<file path="config.mk">
export PLATFORM = sky130hd
export DESIGN_NAME = rx_fcs_filter
export DESIGN_NICKNAME = d
export VERILOG_FILES = /design/src/rtl/rx_fcs_pkg.sv /design/src/rtl/rx_fcs_ctrl.sv /design/src/rtl/rx_fcs_dpath.sv /design/src/rtl/rx_fcs_filter.sv
export SDC_FILE = /design/constraint.sdc
export NUM_CORES = 1
export LEC_CHECK = 0
export ABC_AREA = 1
export BUFFER_PORTS_ARGS = -buffer_cell sky130_fd_sc_hd__buf_2
export CORE_UTILIZATION = 55
export CTS_CLUSTER_DIAMETER = 40
export DETAILED_ROUTE_END_ITERATION = 12
export PLACE_DENSITY = 0.78
export SYNTH_ARGS = -nofsm -noshare
export SYNTH_HDL_FRONTEND = slang
export SYNTH_SLANG_ARGS = --single-unit
</file>
<file path="constraint.sdc">
create_clock -name clk -period 4.4 [get_ports clk]
set_input_delay 0.44 -clock clk [delete_from_list [all_inputs] [get_ports clk]]
set_output_delay 0.44 -clock clk [all_outputs]
set_load 0.005 [all_outputs]
</file>
<file path="src/rtl/rx_fcs_pkg.sv">
package rx_fcs_pkg;

  // Strobes from the control unit to the datapath, one set per input cycle.
  typedef struct packed {
    logic accept;    // an input byte is taken this cycle
    logic restart;   // that byte opens a frame
    logic crcStep;   // the oldest buffered byte joins the CRC
    logic emitBuf;   // forward the oldest buffered byte (strip mode)
    logic emitIn;    // forward the input byte (keep mode)
    logic markSof;   // the forwarded byte is the first of its frame
    logic frameEnd;  // the input byte closes its frame
    logic shortFrm;  // the closing frame is shorter than its FCS
    logic checkOn;   // the error verdict is reported for this frame
  } fcsStrobes_t;

  localparam int REG_W = 8;
  localparam int CFG_W = 3;

endpackage

</file>
<file path="src/rtl/rx_fcs_ctrl.sv">
module rx_fcs_ctrl
  import rx_fcs_pkg::*;
#(
  parameter int FCS_BYTES = 4,
  parameter int CNT_W     = $clog2(FCS_BYTES + 1)
) (
  input  logic             clk,
  input  logic             rstN,
  input  logic             regWrEn,
  input  logic [REG_W-1:0] regWrData,
  output logic [REG_W-1:0] regRdData,
  output logic             scrBypass,
  input  logic             inValid,
  input  logic             inSof,
  input  logic             inEof,
  output fcsStrobes_t      stb
);

  localparam logic [CNT_W-1:0] FULL_CNT  = CNT_W'(FCS_BYTES);
  localparam logic [CNT_W-1:0] SHORT_CNT = CNT_W'(FCS_BYTES - 1);

  logic [CFG_W-1:0] cfgQ;       // [0] keep FCS, [1] check off, [2] descrambler off
  logic             stripLat;
  logic             checkLat;
  logic [CNT_W-1:0] fillQ;
  logic             sofPend;

  logic             restart;
  logic             stripNow;
  logic             checkNow;
  logic [CNT_W-1:0] fillEff;
  logic             full;

  assign regRdData = {{(REG_W - CFG_W){1'b0}}, cfgQ};
  assign scrBypass = cfgQ[2];

  always_comb begin
    restart  = inValid && inSof;
    stripNow = restart ? !cfgQ[0] : stripLat;
    checkNow = restart ? !cfgQ[1] : checkLat;
    fillEff  = restart ? '0 : fillQ;
    full     = (fillEff == FULL_CNT);

    stb.accept   = inValid;
    stb.restart  = restart;
    stb.crcStep  = inValid && full;
    stb.emitBuf  = inValid && stripNow && full;
    stb.emitIn   = inValid && !stripNow;
    stb.markSof  = stripNow ? sofPend : inSof;
    stb.frameEnd = inValid && inEof;
    stb.shortFrm = inValid && inEof && (fillEff < SHORT_CNT);
    stb.checkOn  = checkNow;
  end

  always_ff @(posedge clk or negedge rstN) begin
    if (!rstN) begin
      cfgQ     <= '0;
      stripLat <= 1'b1;
      checkLat <= 1'b1;
      fillQ    <= '0;
      sofPend  <= 1'b0;
    end else begin
      if (regWrEn) cfgQ <= regWrData[CFG_W-1:0];
      if (restart) begin
        stripLat <= stripNow;
        checkLat <= checkNow;
      end
      if (inValid) begin
        if (inEof)      fillQ <= '0;
        else if (!full) fillQ <= fillEff + CNT_W'(1);
        else            fillQ <= FULL_CNT;
      end
      if (stb.frameEnd)    sofPend <= 1'b0;
      else if (stb.emitBuf) sofPend <= 1'b0;
      else if (restart)     sofPend <= 1'b1;
    end
  end

endmodule

</file>
<file path="src/rtl/rx_fcs_dpath.sv">
module rx_fcs_dpath
  import rx_fcs_pkg::*;
#(
  parameter int              CRC_W    = 32,
  parameter logic [CRC_W-1:0] CRC_POLY = 32'h04C11DB7,
  parameter int              BYTE_W   = 8
) (
  input  logic              clk,
  input  logic              rstN,
  input  fcsStrobes_t       stb,
  input  logic [BYTE_W-1:0] inData,
  output logic              outValid,
  output logic [BYTE_W-1:0] outData,
  output logic              outSof,
  output logic              outEof,
  output logic              outFcsErr
);

  localparam int FCS_BYTES = CRC_W / BYTE_W;
  localparam int LAST      = FCS_BYTES - 1;

  logic [BYTE_W-1:0] bufQ [FCS_BYTES];
  logic [CRC_W-1:0]  crcQ;
  logic [CRC_W-1:0]  crcBase;
  logic [CRC_W-1:0]  crcNext;
  logic [CRC_W-1:0]  fcsRx;
  logic              mismatch;

  // Serial CRC update over one byte, most significant bit first.
  function automatic logic [CRC_W-1:0] crcByte(input logic [CRC_W-1:0] c,
                                               input logic [BYTE_W-1:0] d);
    logic [CRC_W-1:0] r;
    logic             fb;
    r = c;
    for (int b = BYTE_W - 1; b >= 0; b--) begin
      fb = r[CRC_W-1] ^ d[b];
      r  = {r[CRC_W-2:0], 1'b0};
      if (fb) r = r ^ CRC_POLY;
    end
    return r;
  endfunction

  always_comb begin
    crcBase = stb.restart ? '1 : crcQ;
    crcNext = stb.crcStep ? crcByte(crcBase, bufQ[LAST]) : crcBase;
    fcsRx   = '0;
    fcsRx[BYTE_W-1:0] = inData;
    for (int k = 0; k < LAST; k++) begin
      fcsRx[BYTE_W*(k+1) +: BYTE_W] = bufQ[k];
    end
    mismatch = (crcNext != ~fcsRx);
  end

  generate
    for (genvar g = 0; g < FCS_BYTES; g++) begin : gStage
      always_ff @(posedge clk or negedge rstN) begin
        if (!rstN)           bufQ[g] <= '0;
        else if (stb.accept) bufQ[g] <= (g == 0) ? inData : bufQ[(g == 0) ? 0 : g - 1];
      end
    end
  endgenerate

  always_ff @(posedge clk or negedge rstN) begin
    if (!rstN) begin
      crcQ      <= '1;
      outValid  <= 1'b0;
      outData   <= '0;
      outSof    <= 1'b0;
      outEof    <= 1'b0;
      outFcsErr <= 1'b0;
    end else begin
      if (stb.accept) crcQ <= crcNext;
      outValid  <= stb.emitBuf || stb.emitIn;
      outData   <= stb.emitBuf ? bufQ[LAST] : inData;
      outSof    <= (stb.emitBuf || stb.emitIn) && stb.markSof;
      outEof    <= stb.frameEnd && (stb.emitBuf || stb.emitIn);
      outFcsErr <= stb.frameEnd && stb.checkOn && (stb.shortFrm || mismatch);
    end
  end

endmodule

</file>
<file path="src/rtl/rx_fcs_filter.sv">
module rx_fcs_filter
  import rx_fcs_pkg::*;
#(
  parameter int               CRC_W    = 32,
  parameter logic [CRC_W-1:0] CRC_POLY = 32'h04C11DB7
) (
  input  logic       clk,
  input  logic       rstN,
  input  logic       regWrEn,
  input  logic [7:0] regWrData,
  output logic [7:0] regRdData,
  output logic       scrBypass,
  input  logic       inValid,
  input  logic [7:0] inData,
  input  logic       inSof,
  input  logic       inEof,
  output logic       outValid,
  output logic [7:0] outData,
  output logic       outSof,
  output logic       outEof,
  output logic       outFcsErr
);

  localparam int FCS_BYTES = CRC_W / 8;

  fcsStrobes_t stb;

  rx_fcs_ctrl #(.FCS_BYTES(FCS_BYTES)) uCtrl (
    .clk(clk), .rstN(rstN),
    .regWrEn(regWrEn), .regWrData(regWrData), .regRdData(regRdData),
    .scrBypass(scrBypass),
    .inValid(inValid), .inSof(inSof), .inEof(inEof),
    .stb(stb)
  );

  rx_fcs_dpath #(.CRC_W(CRC_W), .CRC_POLY(CRC_POLY), .BYTE_W(8)) uDpath (
    .clk(clk), .rstN(rstN), .stb(stb), .inData(inData),
    .outValid(outValid), .outData(outData), .outSof(outSof),
    .outEof(outEof), .outFcsErr(outFcsErr)
  );

endmodule

</file>
==> out/qor.txt <==
Vias in the first global route: 5209
Final Cell Area: 6190 µm²
Static leakage power: 3.34 nW
First-pass iteration count of the detailed router: 7
Synth top area share: 26.4%
Fmax: 0.333 GHz
Finish-stage setup viols: 0
# DRC: 0
Inserted Clock Buffers: 9
Core area: 10300 µm²
Worst setup SP type: input port
CP Cell Sequence: buf_2 > nand2_4 > inv_2 > nor2_2 > inv_1 > ha_1 > nand4_1 > inv_1 > buf_4 > nand3_1 > nand3_1 > nand3_1 > a21oi_1 > nand3_1 > nor2_1 > nand2_1 > nor2_1 > nand2_1 > nor2_1 > nor2_1
Std cell rows: 37
Gr ovfl total: 0
Clk sinks: 85
CTS resizes: 0
CTS tree: done
Synth-to-Final Area Change: 6.61%
Total Routed Length: 15.2 mm
Async set-or-reset flop fraction in the synthesized netlist: 100%
Share of layout cells above drive strength 1: 15.1%
Cell area after synthesis: 5810 µm²
Leading area contributor after synthesis: nand2_1
Max H-tree Level: 3
Commonest cells post-synth: nand2_1, nand3_1, inv_1
Multi-input logic area: 3020 µm²
Total power draw: 0.00214 W
RSZ-0062 raised after global routing: false
Met2 Usage GRT: 49.5%
Postcts setup bufs: 0
Actual slew at the worst max-slew pin: 0.679 ns
Vias: 5657
IO Count: 43
Initial antenna violation count: 0
Register clock-pin slew on the reported worst setup and hold paths: 0.09 ns
Pin count of the biggest net entering global routing: 75
VDD IR max: 0.289 mV
#FFs+latches synth: 85
Clock Latency Late Sink: 0.39 ns
Post-Place Cell Area: 6010 µm²
CP Class: in -> reg
CP Data Arrival Time: 3.28 ns
Mapped Cells: 912
Gpl congestion: 0.952
Initial DRC count: 470
First-pass GRT wire length: 25.1 mm
Grt peak-use layer: met2
Period utilization: 68.2%
Crit path largest cell delay: 0.50 ns
Slowest cell on crit path: inv_1
Post-synth EDFFs: 0
Count leader, synth: nand2_1
Reg-to-reg setup timing slack: 1.58 ns
Initial core utilization: 56.5%
Register area share after synthesis: 37.4%
Warnings, synthesis: 0
DR vias/cell: 5.26
DR WL/cell: 14.1 µm
Outcome: finished, final reports clean
Antenna fix cells: 0
Worst slew margin: 54.8%
Post-route ant nets: 0
PwrDens: 345 nW/µm²
Post-DP HPWL: 11.1 mm
WP data required: 4.68 ns
CP max FO: 34
Storage cell area: 2170 µm²
Crit. End Element: flip-flop
R2r worst-path depth: 18
Final nets: 959
Reg-to-reg critical path endpoint: uDpath.outFcsErr
Die W: 105 µm
Setup TNS: 0 ns
Post-Syn Area per Cell: 6.37 µm²
Gr usage total: 29.7%
Netlist cell types: 31
R2R Path Start: uCtrl.fillQ[1]
Fill cells: 991
Max_cap viols: 0
Die Area: 11000 µm²
Tmin final: 3.00 ns
Met1 usage in global routing: 36.9%
Worst hold path class: in -> async
Slew Viols, Final: 0
CTS Buffer Depth: 2
Ys flop type: dfrtp_1
IO Port Bufs: 32
Clock tree root driver cell: clkbuf_8
Met3 capacity usage during global routing: 7.05%
Ranking of synthesized cells by area: nand2_1, dfrtp_1, dfstp_2, nand3_1, inv_1
Final Hold Vio Count: 0
Hold-fix buffers at CTS: 0
Die height: 105 µm
Clock Skew: 0.0143 ns
==> critical path: cells and delay by family <==
kind                       cells  cell delay [ns]
AOI/OAI and AO/OA              1             0.12
adders and majority gates      1             0.16
buffers and inverters          5             1.13
and+or+nand+nor               13             1.42
==> power by group <==
part | switching [W] | internal, W | total (W)
Sequential | 0.0000410 | 0.000852 | 0.000893
Clock | 0.000304 | 0.000224 | 0.000528
Combinational | 0.000507 | 0.000212 | 0.000719
Total | 0.000852 | 0.00129 | 0.00214
==> cell families after synthesis <==
family                   synth area share [%]
XOR/XNOR                                0.302
multiplexers                            0.388
flip-flops                               37.4
adder cells (fa/ha/maj)                 0.431
buffers and inverters                    10.9
AND/OR/NAND/NOR                          45.6
AO/OA/AOI/OAI                            4.98
other                                  0.0646
==> metrics by stage <==
stage,setup WS (ns),cells,util [%],hold WS [ns]
final,1.40,1076,60.3,0.0125
after global routing,1.14,1076,60.3,0.0369
after CTS,1.42,1076,60.3,0.0207
after floorplan,1.71,916,-,0.144
after global placement,1.07,1060,58.4,0.430
after detailed placement,1.01,1060,58.4,0.436
==> final cells by class <==
| type | instances | share of cell area (%) |
|---|---|---|
| Timing Repair Buffer | 40 | 3.60 |
| Clock inverter | 6 | 0.788 |
| Tap cell | 136 | 2.75 |
| Multi-Input combinational cell | 687 | 48.8 |
| Sequential cell | 85 | 35.0 |
| Clock buffer | 10 | 2.22 |
| Inverter | 112 | 6.79 |
==> placed cells by master, fill, tap and decap left out, types with 6 or more instances in the layout <==
cell type,count
nand2_1,409
nand3_1,121
inv_1,110
dfrtp_1,51
o21ai_0,47
nor2_1,41
dfstp_2,34
nand2_2,32
buf_2,31
clkbuf_8,10
buf_4,9
nand2_4,6
==> registers in the layout, summed over array words and instances (netlist names) <==
signal	flops
uCtrl.cfgQ	3
uDpath.outEof	1
uCtrl.sofPend	1
uCtrl.fillQ	3
uDpath.outData	8
uDpath.crcQ	32
uDpath.outSof	1
uDpath.bufQ	32
uCtrl.stripLat	1
uDpath.outValid	1
uCtrl.checkLat	1
uDpath.outFcsErr	1
==> metal layers <==
| layer | vias up | part of all wire (%) |
|---|---|---|
| li1 | 2849 | - |
| met1 | 2615 | 44 |
| met2 | 162 | 47 |
| met3 | 31 | 6.1 |
| met4 | 0 | 2.8 |
| met5 | - | 0 |
==> how the worst max path moves through the flow <==
| stage | slack (ns) | endpoint | depth (start not counted) | start |
|---|---|---|---|---|
| 3_5_place_dp | 1.01 | uDpath.outFcsErr | 20 | inSof |
| 2_1_floorplan | 1.71 | uDpath.outFcsErr | 20 | inSof |
| 6_report | 1.40 | uDpath.outFcsErr | 20 | inSof |
| 5_1_grt | 1.14 | uDpath.outFcsErr | 20 | inSof |
| 3_3_place_gp | 1.07 | uDpath.outFcsErr | 20 | inSof |
| 4_1_cts | 1.42 | uDpath.outFcsErr | 20 | inSof |
Power figures use the tool's default switching activity.
